**src/rtl/tcmp_pkg.sv**
```systemverilog
// Package: shared types for the timer compare output pin unit.
// Assumes two-bit waveform and compare-output codes.
package tcmp_pkg;
    localparam int CODE_W = 2;

    typedef enum logic [1:0] {
        WM_NORMAL = 2'b00,
        WM_CTC    = 2'b01,
        WM_FAST   = 2'b10,
        WM_PHASE  = 2'b11
    } wave_e;

    typedef enum logic [1:0] {
        ACT_HOLD   = 2'b00,
        ACT_TOGGLE = 2'b01,
        ACT_CLEAR  = 2'b10,
        ACT_SET    = 2'b11
    } act_e;

    // True for the two PWM waveform modes
    function automatic logic is_pwm(input wave_e m);
        return (m == WM_FAST) || (m == WM_PHASE);
    endfunction
endpackage

```
**src/rtl/tcmp_code_latch.sv**
```systemverilog
// Module: holds the compare-output code that is in use.
// Loads the code on the inputs whenever a qualifying update strobe arrives
// (a match, or a force in non-PWM modes). Assumes the strobe is one cycle wide.
module tcmp_code_latch #(
    parameter int W = tcmp_pkg::CODE_W
) (
    input  logic         clk,
    input  logic         rst_n,
    input  logic         load_i,
    input  logic [W-1:0] code_i,
    output logic [W-1:0] code_q
);
    // Latch the new code on each qualifying event; reset to idle code
    always_ff @(posedge clk) begin
        if (!rst_n)      code_q <= '0;
        else if (load_i) code_q <= code_i;
    end
endmodule

```
**src/rtl/tcmp_action_sel.sv**
```systemverilog
// Module: combinational choice of the flip-flop action for this cycle.
// Match events use the code on the inputs. BOTTOM events use the latched
// code. In fast PWM a match takes priority over BOTTOM in the same cycle.
// Assumes events are single-cycle pulses.
module tcmp_action_sel
    import tcmp_pkg::*;
(
    input  wave_e             wave_i,
    input  logic [CODE_W-1:0] com_new_i,
    input  logic [CODE_W-1:0] com_act_i,
    input  logic              match_i,
    input  logic              bottom_i,
    input  logic              up_i,
    input  logic              force_i,
    output act_e              act_o,
    output logic              latch_o
);
    logic nonpwm;
    assign nonpwm  = !is_pwm(wave_i);
    // The code in use is reloaded on a match, or on a force in non-PWM modes
    assign latch_o = match_i || (force_i && nonpwm);

    // Decode the action from mode, code and events
    always_comb begin
        act_o = ACT_HOLD;
        unique case (wave_i)
            WM_NORMAL, WM_CTC: begin
                if (match_i || force_i) act_o = act_e'(com_new_i);
            end
            WM_FAST: begin
                if (match_i) begin
                    if (com_new_i == 2'b10)      act_o = ACT_CLEAR;
                    else if (com_new_i == 2'b11) act_o = ACT_SET;
                end else if (bottom_i) begin
                    if (com_act_i == 2'b10)      act_o = ACT_SET;
                    else if (com_act_i == 2'b11) act_o = ACT_CLEAR;
                end
            end
            WM_PHASE: begin
                if (match_i) begin
                    if (com_new_i == 2'b10)      act_o = up_i ? ACT_CLEAR : ACT_SET;
                    else if (com_new_i == 2'b11) act_o = up_i ? ACT_SET : ACT_CLEAR;
                end
            end
            default: act_o = ACT_HOLD;
        endcase
    end
endmodule

```
**src/rtl/tcmp_oc_reg.sv**
```systemverilog
// Module: the output-compare flip-flop.
// Applies one decoded action per clock. Resets to 0.
module tcmp_oc_reg
    import tcmp_pkg::*;
(
    input  logic clk,
    input  logic rst_n,
    input  act_e act_i,
    output logic oc_q
);
    // Apply hold / toggle / clear / set
    always_ff @(posedge clk) begin
        if (!rst_n) oc_q <= 1'b0;
        else begin
            unique case (act_i)
                ACT_TOGGLE: oc_q <= !oc_q;
                ACT_CLEAR:  oc_q <= 1'b0;
                ACT_SET:    oc_q <= 1'b1;
                default:    oc_q <= oc_q;
            endcase
        end
    end
endmodule

```
**src/rtl/tcmp_pin_mux.sv**
```systemverilog
// Module: port pin override mux.
// A nonzero compare code selects the flip-flop as pin data. The direction
// bit alone drives the output enable. Independent of waveform mode.
module tcmp_pin_mux #(
    parameter int W = tcmp_pkg::CODE_W
) (
    input  logic [W-1:0] com_i,
    input  logic         oc_i,
    input  logic         port_data_i,
    input  logic         port_dir_i,
    output logic         pin_out_o,
    output logic         pin_oe_o
);
    logic ovr;
    // Override is active for any nonzero code
    assign ovr       = |com_i;
    assign pin_out_o = ovr ? oc_i : port_data_i;
    assign pin_oe_o  = port_dir_i;
endmodule

```
**src/rtl/tcmp_pin_unit.sv**
```systemverilog
// Module: timer compare output pin unit (top).
// Ties together the code latch, the action select, the flip-flop and the pin
// mux. Assumes counter events come from an external counter in the same clock.
module tcmp_pin_unit
    import tcmp_pkg::*;
(
    input  logic       clk,
    input  logic       rst_n,
    input  logic [1:0] wave_mode_i,
    input  logic [1:0] com_i,
    input  logic       match_i,
    input  logic       bottom_i,
    input  logic       count_up_i,
    input  logic       force_i,
    input  logic       port_data_i,
    input  logic       port_dir_i,
    output logic       pin_out_o,
    output logic       pin_oe_o
);
    logic [CODE_W-1:0] com_act;
    logic              latch;
    act_e              act;
    logic              oc_q;

    tcmp_code_latch #(.W(CODE_W)) u_latch (
        .clk(clk), .rst_n(rst_n), .load_i(latch), .code_i(com_i), .code_q(com_act)
    );

    tcmp_action_sel u_sel (
        .wave_i(wave_e'(wave_mode_i)), .com_new_i(com_i), .com_act_i(com_act),
        .match_i(match_i), .bottom_i(bottom_i), .up_i(count_up_i),
        .force_i(force_i), .act_o(act), .latch_o(latch)
    );

    tcmp_oc_reg u_oc (
        .clk(clk), .rst_n(rst_n), .act_i(act), .oc_q(oc_q)
    );

    tcmp_pin_mux #(.W(CODE_W)) u_mux (
        .com_i(com_i), .oc_i(oc_q), .port_data_i(port_data_i),
        .port_dir_i(port_dir_i), .pin_out_o(pin_out_o), .pin_oe_o(pin_oe_o)
    );
endmodule

```
**config.mk**
```make
export PLATFORM = sky130hd
export DESIGN_NAME = tcmp_pin_unit
export DESIGN_NICKNAME = d
export VERILOG_FILES = /design/src/rtl/tcmp_pkg.sv /design/src/rtl/tcmp_code_latch.sv /design/src/rtl/tcmp_action_sel.sv /design/src/rtl/tcmp_oc_reg.sv /design/src/rtl/tcmp_pin_mux.sv /design/src/rtl/tcmp_pin_unit.sv
export SDC_FILE = /design/constraint.sdc
export NUM_CORES = 1
export LEC_CHECK = 0
export ABC_CLOCK_PERIOD_IN_PS = 2500
export BUFFER_PORTS_ARGS = -buffer_cell sky130_fd_sc_hd__buf_2
export CORE_AREA = 2 2 39 41
export DETAILED_ROUTE_END_ITERATION = 6
export DIE_AREA = 0 0 41 43
export PLACE_DENSITY = 0.4
export SETUP_SLACK_MARGIN = 0.05
export SYNTH_ARGS = -nofsm -noshare
export SYNTH_HDL_FRONTEND = slang
export SYNTH_SLANG_ARGS = --single-unit
```
**constraint.sdc**
```tcl
create_clock -name clk -period 2.5 [get_ports clk]
set_clock_uncertainty 0.15 [all_clocks]
set_input_delay 0.25 -clock clk [delete_from_list [all_inputs] [get_ports clk]]
set_output_delay 0.25 -clock clk [all_outputs]
set_load 0.05 [all_outputs]
```
After elaboration in Yosys (flattened, before gate mapping)

Cells that the tools add are included.

Register bits after elaboration: 3
ROM bits: 0
Input bits: 12
Output and inout bits: 2
Bits in latches: 0
Memories: 0
Bits in writable memories: 0

Add/subtract/negate cells: 0
Reductions and logical operators: 10
Multiplexer cells: 15
Divide/modulo/power cells: 0
Multiply operators: 0
Bitwise gates (word level): 0
Equal/unequal tests: 10
Order comparisons: 0
Shift-type cells: 0

Operators with widths:

| cell                                           | count |
|---|---|
| 2-to-1 mux 2 bit                               | 10 |
| == test 2 bit (second input constant)          | 8 |
| one-hot mux 2 bit (3 select lines)             | 1 |
| == test 2 x 1 -> 1 bit (second input constant) | 2 |
| OR reduction 2 bit                             | 2 |
| logical OR 1 bit                               | 3 |
| 2-to-1 mux 1 bit                               | 3 |
| one-hot mux 1 bit (3 select lines)             | 1 |
| nonzero test 3 bit                             | 1 |
| logical NOT 1 bit                              | 2 |
| logical NOT 2 bit                              | 1 |
| logical AND 1 bit                              | 1 |

Longest topological paths before layout

Gate-level depths: netlist (run 1).

Depth after elaboration: 8
Depth in mapped cells: 5

By module

A second synthesis (run 1) with hierarchy kept.

Cell total of the unflattened synthesis: 27
Area total of the unflattened synthesis: 234.0 um^2

Modules (own cells, without submodules):

| module          | seq. area each (um^2) | area an instance (um^2) | times used | cells an instance |
|---|---|---|---|---|
| tcmp_action_sel | 0.0                   | 92.6                    | 1          | 13 |
| tcmp_code_latch | 40.0                  | 72.6                    | 1          | 6 |
| tcmp_oc_reg     | 20.0                  | 46.3                    | 1          | 5 |
| tcmp_pin_mux    | 0.0                   | 22.5                    | 1          | 3 |

Least setup slack after synthesis (run 1)

No wires, ideal clock.

Path kind: input to output
From: in com_i[0]
To: out pin_out_o
Buffers on the path: 0
Setup slack: 1.231 ns
Stages on the path: 2
Required time: 2.100 ns
Arrival time: 0.869 ns
Cell sequence: nor2_1 -> mux2_1

Longest elaborated chain between the ends: 2

Ends and longest elaborated chain:

| element            | line                | RTL |
|---|---|---|
| start: declaration | tcmp_pin_unit.sv:10 | `input logic [1:0] com_i,` |
| OR reduction 2 bit | tcmp_pin_mux.sv:16  | `assign ovr = \|com_i;` |
| 2-to-1 mux 1 bit   | tcmp_pin_mux.sv:17  | `assign pin_out_o = ovr ? oc_i : port_data_i;` |
| end: declaration   | tcmp_pin_unit.sv:17 | `output logic pin_out_o,` |

No other way between the ends.

Final worst setup path (run 1)

Ends and elaborated chain as after synthesis.

==> results of run 1 <==
-- cell usage in the layout, fill, tap and decap left out --
master / instances
dfxtp_1: 3
or3b_1: 1
inv_1: 2
a21oi_1: 1
o21ai_0: 2
buf_2: 11
mux2_1: 1
o21a_1: 1
nor2_1: 4
mux2i_1: 1
nand2_1: 2
o22ai_1: 1
o41ai_1: 1
a21boi_1: 1
nor3_1: 1
o31ai_1: 1
clkbuf_1: 1
nand3_1: 1
nand4_1: 1
clkbuf_4: 3
a221oi_2: 1
nor2b_1: 2
-- stage by stage --
stage               utilization, %  instances  total power, mW
finish                        23.0         59            0.180
floorplan                        -         30           0.0830
CTS                           23.0         59            0.183
global placement              21.1         55           0.0928
detailed placement            21.1         55           0.0924
global route                  23.0         59            0.191
-- cell usage after synthesis --
library cell  count
a21boi_1          1
a21oi_1           1
a221oi_2          1
buf_4             1
buf_6             1
dfxtp_1           3
inv_1             2
mux2_1            1
mux2i_1           1
nand2_1           2
nand3_1           1
nand4_1           1
nor2_1            4
nor2b_1           2
nor3_1            1
o21a_1            1
o21ai_0           2
o22ai_1           1
o31ai_1           1
o41ai_1           1
or3b_1            1
-- worst paths after layout --
path	startpoint	end	slack, ns	cells after the start
worst min-delay path	rst_n	u_latch.code_q[1]	0.13	2
worst max register to register	u_latch.code_q[1]	u_oc.oc_q	1.30	4
worst max-delay path	com_i[0]	pin_out_o	1.07	4
worst min register to register	u_latch.code_q[0]	u_latch.code_q[0]	0.30	2
-- state kept, by name (all words and copies together) (netlist names) --
signal,flops
u_oc.oc_q,1
u_latch.code_q,2
-- power by group through the flow --
stage | sequential [mW] | clock [mW] | combinational, mW
2_1_floorplan | 0.0534 | 0 | 0.0296
3_3_place_gp | 0.0541 | 0 | 0.0387
3_5_place_dp | 0.0541 | 0 | 0.0383
4_1_cts | 0.0533 | 0.0911 | 0.0385
5_1_grt | 0.0537 | 0.0949 | 0.0427
6_report | 0.0532 | 0.0884 | 0.0382
-- final cells by class --
type | count | share of cell area, %
Inverter | 2 | 2.36
Sequential cell | 3 | 18.9
Multi-Input combinational cell | 23 | 46.9
Clock buffer | 4 | 8.27
Tap cell | 16 | 6.30
Timing Repair Buffer | 11 | 17.3
-- per-layer routing --
| layer | vias up | share of wire (%) | wire length (um) | track usage, % |
|---|---|---|---|---|
| li1 | 134 | - | - | - |
| met5 | - | 0 | 0 | 0 |
| met2 | 14 | 32 | 174 | 8.44 |
| met4 | 0 | 0 | 0 | 4.00 |
| met1 | 100 | 55 | 301 | 10.6 |
| met3 | 0 | 13 | 73 | 6.28 |
-- cells by family after synthesis --
logic type / Yosys count
AND/OR/NAND/NOR: 12
multiplexers: 2
buffers and inverters: 4
flip-flops: 3
AO/OA/AOI/OAI: 9
==> results.yml, run 1 <==
logic_synthesis:
  synth-compound-area-share_pct: 28.7
  synth_top_area_cell: "dfxtp_1"
  synth.avg_cell_area_um2: 7.84
  synthCells: 30
  ys_seq_area_share_pct: 25.5
  synthSimpleGateAreaFrac_pct: 25.5
  netlist_top_cells_area: "dfxtp_1, a221oi_2, nor2_1"
  yosysWarnings: 0
  synth_cell_type_count: 21
  syn-cell-area_um2: 235
  ys_ff_latch: 3
  synth_top_area_share_pct: 25.5
  synth_top_family_by_area: "compound AO/OA/AOI/OAI gates"
  synthMuxAreaShare_pct: 9.04
  synth_xor_area_share_pct: 0
  syn_nets: 42
  synth_fa_ha_area_share_pct: 0
die:
  dieWidth_um: 41
  initial_utilization_pct: 17.0
  fp-row-count: 14
  die_y_um: 43
  coreArea_um2: 1380
  die_area_um2: 1760
  io_pins: 14
drt:
  drtAntennaViolNets: 0
  routed_wirelength_um: 549
  viasPerCell: 4.20
  drcViolationCount: 0
  drtIter0Drc: 1
  vias: 248
  drtPass1Iterations: 3
  wl_per_cell_um: 9.31
critical_path:
  crit_required_ns: 2.10
  slowest_stage: "mux2_1"
  critPathMaxStageDelay_ns: 0.32
  crit_type: "input pin to output port"
  crit_chain: "buf_2 > nor2_1 > mux2_1 > buf_2"
  cp_max_fo: 5
  crit_arrival_ns: 1.03
  cp_num_buf_inv: 2
  crit_top_cell: "buf_2"
  cp_top_family: "buffers and inverters"
  cp-start-kind: "input pin"
  critPathCaptureType: "output port"
timing:
  period_share_pct: 57.0
  fin_crit_ns: 1.43
  slew_headroom_pct: 75.5
  slew_viol_final: 0
  fmax_ghz: 0.701
  fin_tns_setup_ns: 0
  setup_slack_ns: 1.07
  hold_slack_ns: 0.130
  tightest_slew_ns: 0.363
  hold_viol: 0
  rsz0062_at_grt: "no"
  finalSetupViolCount: 0
worst_hold_path:
  min_path_type: "input pin to flop"
cts:
  cts_root_buffer: "clkbuf_4"
  htreeDepth: 1
  cts_resized: 0
  cts.sinks: 3
  cts_buffers: 3
  cts_tree: "built"
  clock_latency_ns: 0.24
  ctsLongestPathBuffers: 2
  clkSlewWorstSetupHoldPaths_ns: 0.03
  hold_buffers: 0
  post_cts_buffers: 0
power_and_ir_drop:
  p_leak_nw: 0.142
  p_seq_share_pct: 29.6
  clockPowerShare_pct: 49.2
  power.density_nw_per_um2: 566
  p_sw_mw: 0.0519
  p_sw_share_pct: 28.9
  p_int_mw: 0.128
  power_frac_comb_pct: 21.3
  ir_drop_mv: 0.212
global_route:
  grt_max_degree: 9
  grt_usage_pct: 7.82
  first_global_vias: 220
  grt_overflow: 0
  grt_first_pass_wirelength_um: 869
  antenna_found_initial: 0
finish:
  antennaDiodeCount: 0
  fin_area_um2: 318
  regArea_um2: 60.1
  nets: 56
  area_delta_synth_final_pct: 35.1
  drive_gt1_share_pct: 34.9
  multi_input_area_um2: 149
  fill_cells: 156
placed_design:
  dp_slack_ns: 1.08
  postPlaceCellArea_um2: 292
  gp_congestion: 0.605
  port_buffers: 11
status:
  status: "finished clean"
job:
  maxCapViolations: 0
(Power assumes the default switching activity.)
==> run 2: changes to the inputs <==
--- a/config.mk
+++ b/config.mk
@@ -5,7 +5,7 @@
 export SDC_FILE = /design/constraint.sdc
 export NUM_CORES = 1
 export LEC_CHECK = 0
-export ABC_CLOCK_PERIOD_IN_PS = 2500
+export ABC_CLOCK_PERIOD_IN_PS = 1500
 export BUFFER_PORTS_ARGS = -buffer_cell sky130_fd_sc_hd__buf_2
 export CORE_AREA = 2 2 39 41
 export DETAILED_ROUTE_END_ITERATION = 6
==> constraint.sdc (replaced) <==
create_clock -name clk -period 1.5 [get_ports clk]
set_clock_uncertainty 0.15 [all_clocks]
set_input_delay 0.15 -clock clk [delete_from_list [all_inputs] [get_ports clk]]
set_output_delay 0.15 -clock clk [all_outputs]
set_load 0.05 [all_outputs]
==> results.yml, run 2 (synthesized netlist as in run 1, its figures left out) <==
cts:
  htreeDepth: 1
  post_cts_buffers: 0
  cts_root_buffer: "clkbuf_4"
  clock_latency_ns: 0.23
  cts_resized: 0
  hold_buffers: 0
  cts_buffers: 3
  cts_tree: "built"
  cts.sinks: 3
  clkSlewWorstSetupHoldPaths_ns: 0.03
  ctsLongestPathBuffers: 2
drt:
  drtPass1Iterations: 2
  drtIter0Drc: 2
  drtAntennaViolNets: 0
  wl_per_cell_um: 9.14
  drcViolationCount: 0
  routed_wirelength_um: 539
  viasPerCell: 4.19
  vias: 247
global_route:
  antenna_found_initial: 0
  grt_first_pass_wirelength_um: 862
  grt_usage_pct: 7.52
  grt_overflow: 0
  grt_max_degree: 9
  first_global_vias: 231
finish:
  final_cell_mix: "buf_2, nor2_1, clkbuf_4, dfxtp_1"
  nets: 56
  top_regs: "u_latch.code_q (2), u_oc.oc_q (1)"
  drive_gt1_share_pct: 34.9
  largest_reg_flops: 2
  area_delta_synth_final_pct: 35.1
  regMostFlops: "u_latch.code_q"
  antennaDiodeCount: 0
  fill_cells: 166
  final_common_cell: "buf_2"
  final_core_util_pct: 23.0
die:
  dieWidth_um: 41
  coreArea_um2: 1380
  fp-row-count: 14
  die_area_um2: 1760
  io_pins: 14
  initial_utilization_pct: 17.0
  die_y_um: 43
critical_path:
  rr_worst_depth: 4
  critPathCaptureType: "output port"
  worstSetupStartpoint: "u_oc.oc_q"
  cp_max_fo: 2
  reg2reg_from: "u_latch.code_q[1]"
  cp-start-kind: "flop"
  crit_required_ns: 1.20
  crit_arrival_ns: 1.01
  crit_type: "flop to output port"
  r2r_setup_slack_ns: 0.25
timing:
  slew_viol_final: 0
  tightest_slew_ns: 0.392
  fin_crit_ns: 1.31
  period_share_pct: 87.6
  hold_viol: 0
  fin_tns_setup_ns: 0
  slew_headroom_pct: 73.5
  fmax_ghz: 0.761
  finalSetupViolCount: 0
  rsz0062_at_grt: "no"
placed_design:
  hpwl_um: 439
  gp_congestion: 0.695
  port_buffers: 11
worst_hold_path:
  min_path_type: "input pin to flop"
  holdPathStages: 2
  min_from: "rst_n"
power_and_ir_drop:
  p_leak_nw: 0.142
  ir_drop_mv: 0.416
  power.density_nw_per_um2: 915
job:
  maxCapViolations: 0
status:
  status: "finished clean"
## run 2: final cells by class
cell class | instances | area (um2) | area share, %
Multi-Input combinational cell | 23 | 149 | 46.9
Clock buffer | 4 | 26.3 | 8.27
Sequential cell | 3 | 60.1 | 18.9
Inverter | 2 | 7.51 | 2.36
Timing Repair Buffer | 11 | 55.1 | 17.3
Tap cell | 16 | 20.0 | 6.30
## run 2: worst max-delay path, cell delays in order (launching register included)
cell and delay [ns]:
dfxtp_1 0.30, mux2_1 0.27, buf_2 0.21
## run 2: final timing paths
kind | endpoint
hold reg to reg | u_latch.code_q[0]
setup reg to reg | u_oc.oc_q
hold / removal | u_latch.code_q[1]
setup / recovery | pin_out_o
## run 2: metal layers
metal,vias to the layer above,share of wire [%],global-route usage [%]
met5,-,0,0
met2,11,36,9.06
met4,0,0,6.00
met3,0,12,4.71
met1,103,52,8.95
li1,133,-,-
## run 2: power breakdown
part | internal (mW) | total (mW) | switching [mW]
clock network | 0.0995 | 0.139 | 0.0391
registers | 0.0860 | 0.0887 | 0.00271
logic | 0.0272 | 0.0635 | 0.0363
total | 0.213 | 0.291 | 0.0782
## run 2: stage by stage
step / instance area (um2) / power (mW) / cells / hold WS, ns / setup WS, ns
after floorplan: 235 / 0.138 / 30 / 0.128 / 0.357
after global placement: 292 / 0.154 / 55 / 0.150 / 0.200
after detailed placement: 292 / 0.154 / 55 / 0.150 / 0.201
after CTS: 318 / 0.299 / 59 / 0.0266 / 0.169
after global routing: 318 / 0.314 / 59 / 0.0384 / 0.143
final: 318 / 0.291 / 59 / 0.0256 / 0.186
